### config.mk
export PLATFORM = sky130hd
export DESIGN_NAME = io_bitmod
export DESIGN_NICKNAME = d
export VERILOG_FILES = /design/src/rtl/io_bitmod_pkg.sv /design/src/rtl/io_bitmod_decode.sv /design/src/rtl/io_bitmod_merge.sv /design/src/rtl/io_bitmod_seq.sv /design/src/rtl/io_bitmod.sv
export SDC_FILE = /design/constraint.sdc
export NUM_CORES = 1
export LEC_CHECK = 0
export ABC_AREA = 1
export BUFFER_PORTS_ARGS = -buffer_cell sky130_fd_sc_hd__buf_4
export CORE_MARGIN = 4
export CORE_UTILIZATION = 30
export DETAILED_ROUTE_END_ITERATION = 10
export REMOVE_ABC_BUFFERS = 1
export SLEW_MARGIN = 0
export SYNTH_ARGS = -nofsm -noshare
export SYNTH_HDL_FRONTEND = slang
export SYNTH_SLANG_ARGS = --single-unit
export TNS_END_PERCENT = 50
### constraint.sdc
create_clock -name clk -period 1.5 [get_ports clk]
set_input_delay 0.45 -clock clk [delete_from_list [all_inputs] [get_ports clk]]
set_output_delay 0.45 -clock clk [all_outputs]
set_load 0.01 [all_outputs]
### src/rtl/io_bitmod_pkg.sv
package io_bitmod_pkg;
  localparam int INSTR_W = 16;
  localparam int ADDR_W  = 5;
  localparam int IDX_W   = 3;
  localparam int DATA_W  = 1 << IDX_W;
  localparam int OPC_W   = INSTR_W - ADDR_W - IDX_W - 2;
  localparam logic [OPC_W-1:0] OPC_BITOP = 6'b100110;

  typedef enum logic [1:0] {
    ST_IDLE  = 2'd0,
    ST_READ  = 2'd1,
    ST_WRITE = 2'd2
  } seq_state_e;

  typedef struct packed {
    logic              hit;
    logic              set_op;
    logic [ADDR_W-1:0] addr;
    logic [IDX_W-1:0]  idx;
  } bitop_t;
endpackage

### src/rtl/io_bitmod_decode.sv
module io_bitmod_decode
  import io_bitmod_pkg::*;
(
  input  logic [INSTR_W-1:0] word,
  output bitop_t             op
);
  localparam int SEL_BIT = IDX_W + ADDR_W;
  localparam int KIND_BIT = SEL_BIT + 1;

  always_comb begin
    op.hit    = (word[INSTR_W-1:KIND_BIT+1] == OPC_BITOP) && !word[SEL_BIT];
    op.set_op = word[KIND_BIT];
    op.addr   = word[SEL_BIT-1:IDX_W];
    op.idx    = word[IDX_W-1:0];
  end
endmodule

### src/rtl/io_bitmod_merge.sv
module io_bitmod_merge
  import io_bitmod_pkg::*;
(
  input  logic [DATA_W-1:0] din,
  input  logic [IDX_W-1:0]  idx,
  input  logic              set_op,
  output logic [DATA_W-1:0] dout
);
  for (genvar i = 0; i < DATA_W; i++) begin : g_bit
    assign dout[i] = (idx == IDX_W'(i)) ? set_op : din[i];
  end
endmodule

### src/rtl/io_bitmod_seq.sv
module io_bitmod_seq
  import io_bitmod_pkg::*;
(
  input  logic              clk,
  input  logic              rst_n,
  input  logic              instr_valid,
  input  bitop_t            dec,
  output logic              instr_ready,
  output logic              busy,
  output logic              io_rd,
  output logic              io_wr,
  output logic [ADDR_W-1:0] io_addr,
  output logic [IDX_W-1:0]  idx_q,
  output logic              set_q
);
  seq_state_e state_q, state_d;
  logic       take;

  assign instr_ready = (state_q != ST_READ);
  assign take        = instr_valid && instr_ready;

  always_comb begin
    state_d = ST_IDLE;
    if (state_q == ST_READ)
      state_d = ST_WRITE;
    else if (take && dec.hit)
      state_d = ST_READ;
  end

  always_ff @(posedge clk or negedge rst_n) begin
    if (!rst_n) begin
      state_q <= ST_IDLE;
      io_addr <= '0;
      idx_q   <= '0;
      set_q   <= 1'b0;
    end else begin
      state_q <= state_d;
      if (take && dec.hit) begin
        io_addr <= dec.addr;
        idx_q   <= dec.idx;
        set_q   <= dec.set_op;
      end
    end
  end

  assign busy  = (state_q == ST_READ);
  assign io_rd = (state_q == ST_READ);
  assign io_wr = (state_q == ST_WRITE);
endmodule

### src/rtl/io_bitmod.sv
module io_bitmod
  import io_bitmod_pkg::*;
(
  input  logic               clk,
  input  logic               rst_n,
  input  logic               instr_valid,
  output logic               instr_ready,
  input  logic [INSTR_W-1:0] instr_word,
  output logic               busy,
  output logic [ADDR_W-1:0]  io_addr,
  output logic               io_rd,
  input  logic [DATA_W-1:0]  io_rdata,
  output logic               io_wr,
  output logic [DATA_W-1:0]  io_wdata
);
  bitop_t             dec;
  logic [IDX_W-1:0]   idx_q;
  logic               set_q;
  logic [DATA_W-1:0]  merged;
  logic [DATA_W-1:0]  wdata_q;

  io_bitmod_decode u_decode (
    .word (instr_word),
    .op   (dec)
  );

  io_bitmod_seq u_seq (
    .clk         (clk),
    .rst_n       (rst_n),
    .instr_valid (instr_valid),
    .dec         (dec),
    .instr_ready (instr_ready),
    .busy        (busy),
    .io_rd       (io_rd),
    .io_wr       (io_wr),
    .io_addr     (io_addr),
    .idx_q       (idx_q),
    .set_q       (set_q)
  );

  io_bitmod_merge u_merge (
    .din    (io_rdata),
    .idx    (idx_q),
    .set_op (set_q),
    .dout   (merged)
  );

  always_ff @(posedge clk or negedge rst_n) begin
    if (!rst_n)     wdata_q <= '0;
    else if (io_rd) wdata_q <= merged;
  end

  assign io_wdata = wdata_q;
endmodule

==> out/metrics.csv <==
metric,value,unit
status,"complete, no violations",
drc,0,
die_area,0.00430,mm^2
finalPower,0.00110,W
path_clk_slew,0.11,ns
die_width,65.5,um
synth_simple_gate_area_share,36.8,%
synth_fa_ha_area_share,0,%
yosys.area.top_type,dfrtp_1,
rsz0062_at_grt,no,
synthDistinctLibCells,18,
report.final.slew_viol_count,0,
drtAntennaViolNets,0,
synth-xor-area-share,0,%
drt-initial-drc-count,27,
avgSynthCellArea,8.14,um^2
ys_ff_latch,19,
synth_top_family_by_area,simple AND/OR/NAND/NOR gates,
place_area,0.00135,mm^2
synth_compound_area_share,5.92,%
p_leak,0.786,nW
yosys_warnings,0,
gp_congestion,0.722,
synthArstFlopShare,100,%
hold_class,input port to register,
worst_pin_slew,0.289,ns
cts_tree,yes,
fin_setup_tns,0,ns
hold_viol,0,
muxShareOfSynthArea,0,%
chipHeight,65.5,um
crit_path_max_fanout,3,
grt_pass1_wl,3960,um
insertedDiodeCount,0,
clock_sinks,19,
routed_wl,2340,um
clk_latency,0.30,ns
fin_area,0.00139,mm^2
start_util,32.0,%
worstPathRequired,1.05,ns
cts_max_path_buffers,2,
finClkSkew,0.00894,ns
min_path_cells,3,
wl_per_cell,11.0,um
vias,948,
h-tree-depth,1,
first_global_vias,896,
synthFlopType,dfrtp_1,
grt_antenna_before_repair,0,
seq_area_frac_synth,47.9,%
cts_buffers,3,
ioPinCount,44,
synthTopCellsByArea,"dfrtp_1 48%, nand2_1 15%, nand4_1 5.7%",
period_needed,1.44,ns
clk_root_buffer_cell,clkbuf_4,
slew_headroom,80.7,%
crit_type,register to output pin,
final_common_cell,buf_4,
dp_hpwl,1840,um
cp-start-kind,register,
syn_area,993,um^2
arrival,0.99,ns
rows,20,
cap_violations,0,
finalSetupViolCount,0,
final_core_util,44.8,%
max_freq,697,MHz
end_kind,output pin,
power_density,788,mW/mm^2
drive_gt1_share,35.7,%
synth.top_cell.area_share,47.9,%
synth-edff-count,0,
post_cts_buffers,0,
syn_inst,122,
core,0.00310,mm^2
dr.pass1.iters,4,
fill_cells,332,
grt-ovfl-total,0,
grt_max_degree,20,
track_usage,12.1,%
r2r_cells,5,
io_buffers,43,
nets,196,
layout_common_cells,"45 x buf_4, 41 x nand2_1, 19 x dfrtp_1, 13 x inv_1, 9 x nand4_1",
area_growth,40.0,%
fin_crit_sh,95.7,%
vias_per_cell,4.47,
vdd_drop_max,0.224,mV
-- path summary, 6_finish.rpt --
check / to / start / slack (ns)
max: busy / u_seq.state_q[1] / 0.06
min: u_seq.idx_q[1] / instr_word[1] / 0.40
max reg2reg: u_seq.idx_q[2] / u_seq.state_q[0] / 0.35
min reg2reg: u_seq.io_addr[4] / u_seq.io_addr[4] / 0.49
max in group asynchronous: u_seq.idx_q[2] / rst_n / 0.73
min in group asynchronous: io_wdata[1] / rst_n / 0.56
-- synth_stat cells, types with 2 or more instances --
library cell / number
o21ai_1: 8
inv_1: 14
dfrtp_1: 19
nor3_1: 2
nor2_8: 2
buf_6: 2
nor2_1: 7
nand2_2: 5
nand4_1: 9
nand2_1: 41
nand3_1: 6
-- cell families after synthesis --
| family | count (synthesis) |
|---|---|
| buffers and inverters | 20 |
| AO/OA/AOI/OAI | 10 |
| flip-flops | 19 |
| AND/OR/NAND/NOR | 73 |
-- through the flow --
| stage | hold slack (ns) | setup WS (ns) | instances |
|---|---|---|---|
| floorplan | 0.154 | 0.0505 | 118 |
| CTS | 0.00420 | 0.0301 | 211 |
| global placement | 0.336 | 0.239 | 207 |
| finish | 0.400 | 0.0648 | 212 |
| global route | 0.386 | 0.00445 | 212 |
| detailed placement | 0.338 | 0.221 | 207 |
-- flip-flops by register name (all words and copies together), names as in the netlist --
| name | count |
|---|---|
| io_wdata | 8 |
| u_seq.state_q | 2 |
| u_seq.set_q | 1 |
| u_seq.idx_q | 3 |
| u_seq.io_addr | 5 |
-- report_power, final --
part           switching [W]  internal [W]
Combinational       0.000113      0.000131
Sequential         0.0000378      0.000559
Clock               0.000152      0.000104
Total               0.000303      0.000793
-- repair_timing --
action,4_1_cts,5_1_grt
gates cloned,0,0
endpoints found under the hold margin,0,10
gates resized for setup,1,2
pin swaps,0,1
hold buffers,0,1
endpoints found under the setup margin,2,2
-- metal layers --
layer	part of all wire (%)	up-vias	GRT usage, %	routed length, um
li1	-	480	-	-
met1	45	429	14.1	1040
met2	47	34	20.2	1100
met3	5.7	5	2.05	133
met4	2.8	0	7.77	65
met5	0	-	0	0
-- critical path, cell delays in order (launching register included) --
cell and delay, ns:
dfrtp_1 0.38, inv_2 0.06, nand2_2 0.08, inv_4 0.06
buf_4 0.11
-- area by class of cell --
class / count / area [um^2] / share of cell area [%]
flip-flops and latches: 19 / 475 / 34.2
multi-input cells: 83 / 424 / 30.5
inverters: 16 / 62.6 / 4.50
repair buffers: 46 / 348 / 25.0
clock buffers: 4 / 26.3 / 1.89
well taps: 44 / 55.1 / 3.96
Note: power is estimated with default switching activity, not from simulation.
